==> config.mk <==
export PLATFORM = sky130hd
export DESIGN_NAME = mask_slot_seq
export DESIGN_NICKNAME = d
export VERILOG_FILES = /design/src/rtl/mask_slot_seq.sv
export SDC_FILE = /design/constraint.sdc
export NUM_CORES = 1
export LEC_CHECK = 0
export ABC_CLOCK_PERIOD_IN_PS = 5600
export BUFFER_PORTS_ARGS = -buffer_cell sky130_fd_sc_hd__buf_2
export CAP_MARGIN = 10
export CORE_ASPECT_RATIO = 0.8
export CORE_MARGIN = 3
export CORE_UTILIZATION = 39
export CTS_BUF_LIST = sky130_fd_sc_hd__clkbuf_4 sky130_fd_sc_hd__clkbuf_8
export CTS_CLUSTER_SIZE = 24
export DETAILED_ROUTE_END_ITERATION = 7
export PLACE_DENSITY = 0.53
export RECOVER_POWER = 25
export SLEW_MARGIN = 10
export SYNTH_ARGS = -nofsm -noshare
export SYNTH_HDL_FRONTEND = slang
export SYNTH_SLANG_ARGS = --single-unit
==> constraint.sdc <==
create_clock -name clk -period 5.6 [get_ports clk]
set_input_delay 1.12 -clock clk [delete_from_list [all_inputs] [get_ports clk]]
set_output_delay 1.12 -clock clk [all_outputs]
set_load 0.01 [all_outputs]
==> src/rtl/mask_slot_seq.sv <==
module mask_slot_seq #(
  parameter int OP_W = 16
) (
  input  logic            clk,
  input  logic            rst_n,
  input  logic            cfg_we,
  input  logic [2:0]      cfg_idx,
  input  logic [OP_W-1:0] cfg_op,
  input  logic            enter,
  input  logic            enter_fmt,
  input  logic            mask_valid,
  input  logic [15:0]     mask_word,
  output logic            mask_ready,
  input  logic            iss_ready,
  output logic            iss_valid,
  output logic [OP_W-1:0] iss_op,
  output logic [7:0]      iss_arg,
  output logic            active
);
  localparam int NENT = 8;
  localparam int PW   = 15;

  logic [NENT-1:0][OP_W-1:0] tbl;
  logic          fmt, busy, exit_f;
  logic [PW-1:0] pend, pend_nx, wbits;
  logic [7:0]    arg;
  logic          wexit;
  logic [3:0]    lo;
  logic [2:0]    ent;

  assign wbits      = fmt ? {7'd0, mask_word[7:0]} : mask_word[14:0];
  assign wexit      = fmt ? (mask_word[7:0] == 8'd0) : mask_word[15];
  assign mask_ready = active && !busy;
  assign iss_valid  = busy;
  assign pend_nx    = pend & (pend - 1'b1);

  always_comb begin
    lo = 4'd0;
    for (int i = PW - 1; i >= 0; i--)
      if (pend[i]) lo = 4'(i);
  end

  always_comb begin
    if (fmt || lo <= 4'd7) ent = lo[2:0];
    else                   ent = 3'(4'd14 - lo);
  end

  assign iss_op  = tbl[ent];
  assign iss_arg = arg;

  always_ff @(posedge clk) begin
    if (!rst_n) begin
      tbl    <= '0;
      active <= 1'b0;
      fmt    <= 1'b0;
      busy   <= 1'b0;
      exit_f <= 1'b0;
      pend   <= '0;
      arg    <= '0;
    end else begin
      if (cfg_we && !active) tbl[cfg_idx] <= cfg_op;
      if (enter && !active) begin
        active <= 1'b1;
        fmt    <= enter_fmt;
      end
      if (mask_valid && mask_ready) begin
        pend   <= wbits;
        exit_f <= wexit;
        arg    <= fmt ? mask_word[15:8] : 8'd0;
        if (wbits != '0)  busy   <= 1'b1;
        else if (wexit)   active <= 1'b0;
      end
      if (iss_valid && iss_ready) begin
        pend <= pend_nx;
        if (pend_nx == '0) begin
          busy <= 1'b0;
          if (exit_f) active <= 1'b0;
        end
      end
    end
  end

  p_stall_hold_r10: assert property (@(posedge clk) disable iff (!rst_n)
    iss_valid && !iss_ready |=> iss_valid && $stable(iss_op) && $stable(iss_arg));
  p_one_per_issue_r5: assert property (@(posedge clk) disable iff (!rst_n)
    iss_valid && iss_ready |=> $countones(pend) == $countones($past(pend)) - 1);
  p_cfg_locked_r2: assert property (@(posedge clk) disable iff (!rst_n)
    active |=> $stable(tbl));
  p_zero_word_r7: assert property (@(posedge clk) disable iff (!rst_n)
    mask_valid && mask_ready && wbits == '0 && !wexit |=> mask_ready);
  p_issue_in_mode_r3: assert property (@(posedge clk) disable iff (!rst_n)
    iss_valid |-> active);
  p_exit_last_r6: assert property (@(posedge clk) disable iff (!rst_n)
    iss_valid && iss_ready && exit_f && $countones(pend) == 1 |=> !active);
endmodule

==> metrics.md <==
| Metric | Value |
|---|---|
| Outcome | `finished, violations left` |
| Violated checks | `capacitance limit, slew limit` |
| CTS H-tree depth | `4` |
| Global-route wire length before repair | `29.9 mm` |
| IO Port Bufs | `68` |
| Vias in the first global route | `~5500` |
| Starting Density | `roughly 41%` |
| Post-Layout Cell Count | `between 1000 and 1500` |
| Post-synth top flop | `dfxtp_1` |
| VDD IR max | `about 0.15 mV` |
| Post-route cell area | `about 8400 um^2` |
| GR peak layer | `met2` |
| CTS root buffer | `clkbuf_8` |
| Worst Tran Pin Value | `3.07 ns` |
| Minimum clock period after layout | `4.84 ns` |
| Setup Skew | `approximately 0.013 ns` |
| Post-DRT Antenna Nets | `0` |
| CTS tree | `yes` |
| Min-delay worst type | `reg2reg` |
| Synth area leader | `dfxtp_1` |
| Met2 GRT Util | `28.7%` |
| DR DRC count | `0` |
| Synthesized net count | `between 800 and 900` |
| CTS clk-pin slew, worst paths | `around 0.09 ns` |
| Core Box Area | `18600 um^2` |
| Iter 0 DRT Violations | `around 410` |
| Asr flop ratio synth | `0%` |
| CP Launch Type | `flip-flop` |
| R2R setup slack | `2.91 ns` |
| Clock sinks | `approximately 160` |
| Slew HR | `-105%` |
| Placed Cells | `around 1100` |
| Post-Route Setup TNS | `0 ns` |
| Ys Warns | `0` |
| Area grow syn2layout | `11.4%` |
| Hold-fix buffer count after cts | `0` |
| Via count | `between 5000 and 6000` |
| Static leakage | `roughly 3.2 nW` |
| Routed wire length per instance | `17.2 um` |
| Share of layout cells above drive strength 1 | `between 15 and 20%` |
| DIE AREA | `between 20000 and 25000 um^2` |
| Fmax | `206 MHz` |
| GRT overflow | `0` |
| Later-pin clock latency in the skew report | `between 0.4 and 0.5 ns` |
| Tcrit/Tclk final | `86.5%` |
| Final Hold Fails | `0` |
| Crit path kind | `reg2out` |
| Post-Synthesis Cells | `~800` |
| Max-slew violations | `84` |
| CP max FO | `28` |
| Post-synth top area share | `about two fifths` |
| Placer congestion estimate | `about 0.82` |
| Max Cap Viol | `1` |
| Post-Syn Area | `about 7600 um^2` |
| Syn Area/Cell | `approximately 9.4 um^2` |
| GR Util met1 | `around a quarter` |
| Core Rows | `44` |
| Placed cell area | `around 8000 um^2` |
| Endpoints failing setup | `0` |
| Number of enable flip-flop cells after synthesis | `0` |
| Antenna Cells | `0` |
| Cell variety after synth | `between 40 and 50` |
| Met3 GRT Util | `around 3.8%` |
| Chip Height | `130 um` |
| Sequential fraction of the synthesis area | `between 40% and 50%` |
| WL final | `around 19 mm` |
| Critical Path Sink Type | `primary output` |
| Main area contributors after synthesis | `dfxtp_1, mux2i_1, nand2_1, a21boi_0, nor2b_1` |
| Power Density | `~300 nW/um^2` |
| Final hold slack | `0.432 ns` |
| Total Routing Usage GR | `roughly 18%` |
| Most frequent cells in the layout | `nand2_1, dfxtp_1, mux2i_1` |
| # Post-CTS Setup Buffers | `0` |
| Initial antenna violation count | `0` |
| PostCTS Resize Cnt | `0` |
| RSZ-0062 raised after global routing | `no` |
| Drt pass-1 iters | `4` |
| Final #Nets | `between 800 and 900` |
| Post-synthesis register bit count | `between 150 and 200` |
| IO Count | `69` |
| Post-DP HPWL | `between 10 and 15 mm` |
| Clk buf depth | `2` |
| Most common cell after layout, fill and taps aside | `nand2_1` |
| WP data required | `roughly 4.5 ns` |
| Total CTS buffers | `17` |
| Die W | `around 160 um` |
| Largest net degree at the start of global routing | `84` |
| Via/cell ratio | `around 5.2` |
| Critical Path AT | `approximately 3.7 ns` |
## path summary, 6_finish.rpt
check / startpoint / endpoint / cells past startpoint
max reg2reg: pend[10] / active / 7
max: pend[13] / iss_op[15] / 16
min: exit_f / active / 1
min reg2reg: exit_f / active / 1
## power by group
group          total, mW  internal (mW)  switching, mW  leakage, nW
clock              0.909          0.506          0.404        0.214
sequential          1.15           1.12         0.0224         1.25
combinational      0.422          0.189          0.234         1.71
## logic make-up (layout without fill, tap and decap cells)
family	count (synthesis)	after routing	share of synthesized area, %
muxes	138	138	22.2
and+or+nand+nor	307	307	20.0
buffers and inverters	80	114	4.74
DFF	155	155	41.1
adders and majority gates	4	4	0.563
AOI/OAI and AO/OA	119	119	11.4
## synth_stat cells, types with 2 or more instances
master / number
o21bai_1: 2
a21boi_0: 76
inv_1: 6
or4_1: 2
nor3_1: 7
nor4_1: 4
nand3b_1: 7
or3b_1: 2
clkbuf_1: 62
or3_1: 2
mux4_2: 17
and3_1: 2
mux2_2: 16
maj3_1: 3
a21oi_1: 11
o21ai_0: 10
buf_1: 2
and2_1: 3
nand2_1: 160
nand2b_1: 2
nor2b_1: 77
mux2i_1: 101
dfxtp_1: 155
buf_4: 3
buf_6: 6
nor4_4: 2
nor3b_1: 3
or2_2: 2
o211ai_1: 4
mux4_1: 3
a22oi_1: 7
nor2_1: 14
nand3_1: 16
## cell type report
cell class                 count  area, um^2
fill                        1830       10100
tap                          253         317
timing repair buffer          78         404
inverter                       6        22.5
clock inverter                 6         110
sequential                   155        3100
multi-input combinational    568        4140
clock buffer                  24         318
## flip-flops by register name, summed over array words and instances (netlist names)
register / cells
active: 1
exit_f: 1
fmt: 1
iss_arg: 8
iss_valid: 1
pend: 15
tbl: 128
## metrics by stage
step	setup WS, ns	utilization [%]	power, mW
3_5_place_dp	1.20	43.1	1.60
3_3_place_gp	1.25	43.1	1.59
2_1_floorplan	1.14	-	1.50
5_1_grt	0.338	45.3	2.60
6_report	0.756	45.3	2.48
4_1_cts	0.690	45.4	2.51
## per-layer routing
layer  vias to the layer above  share of wire [%]
li1                       2788                  -
met1                      2738                 50
met2                       106                 45
met3                        13                4.4
met4                         0               0.95
met5                         -                  0
## worst max-delay path, stage by stage, from the launching register on
cell and delay [ns]:
dfxtp_1 0.43, nor2b_1 0.15, o21ai_0 0.08, a21oi_1 0.15, o21bai_1 0.08, a21oi_1 0.19
o21bai_2 0.09, inv_1 0.07, ha_1 0.14, nor2_1 0.05, or3b_1 0.42, a31oi_4 0.18
buf_4 0.46, mux2i_1 0.27, mux2i_1 0.09, mux2_2 0.29, buf_2 0.14
Power figures use the tool's default switching activity.
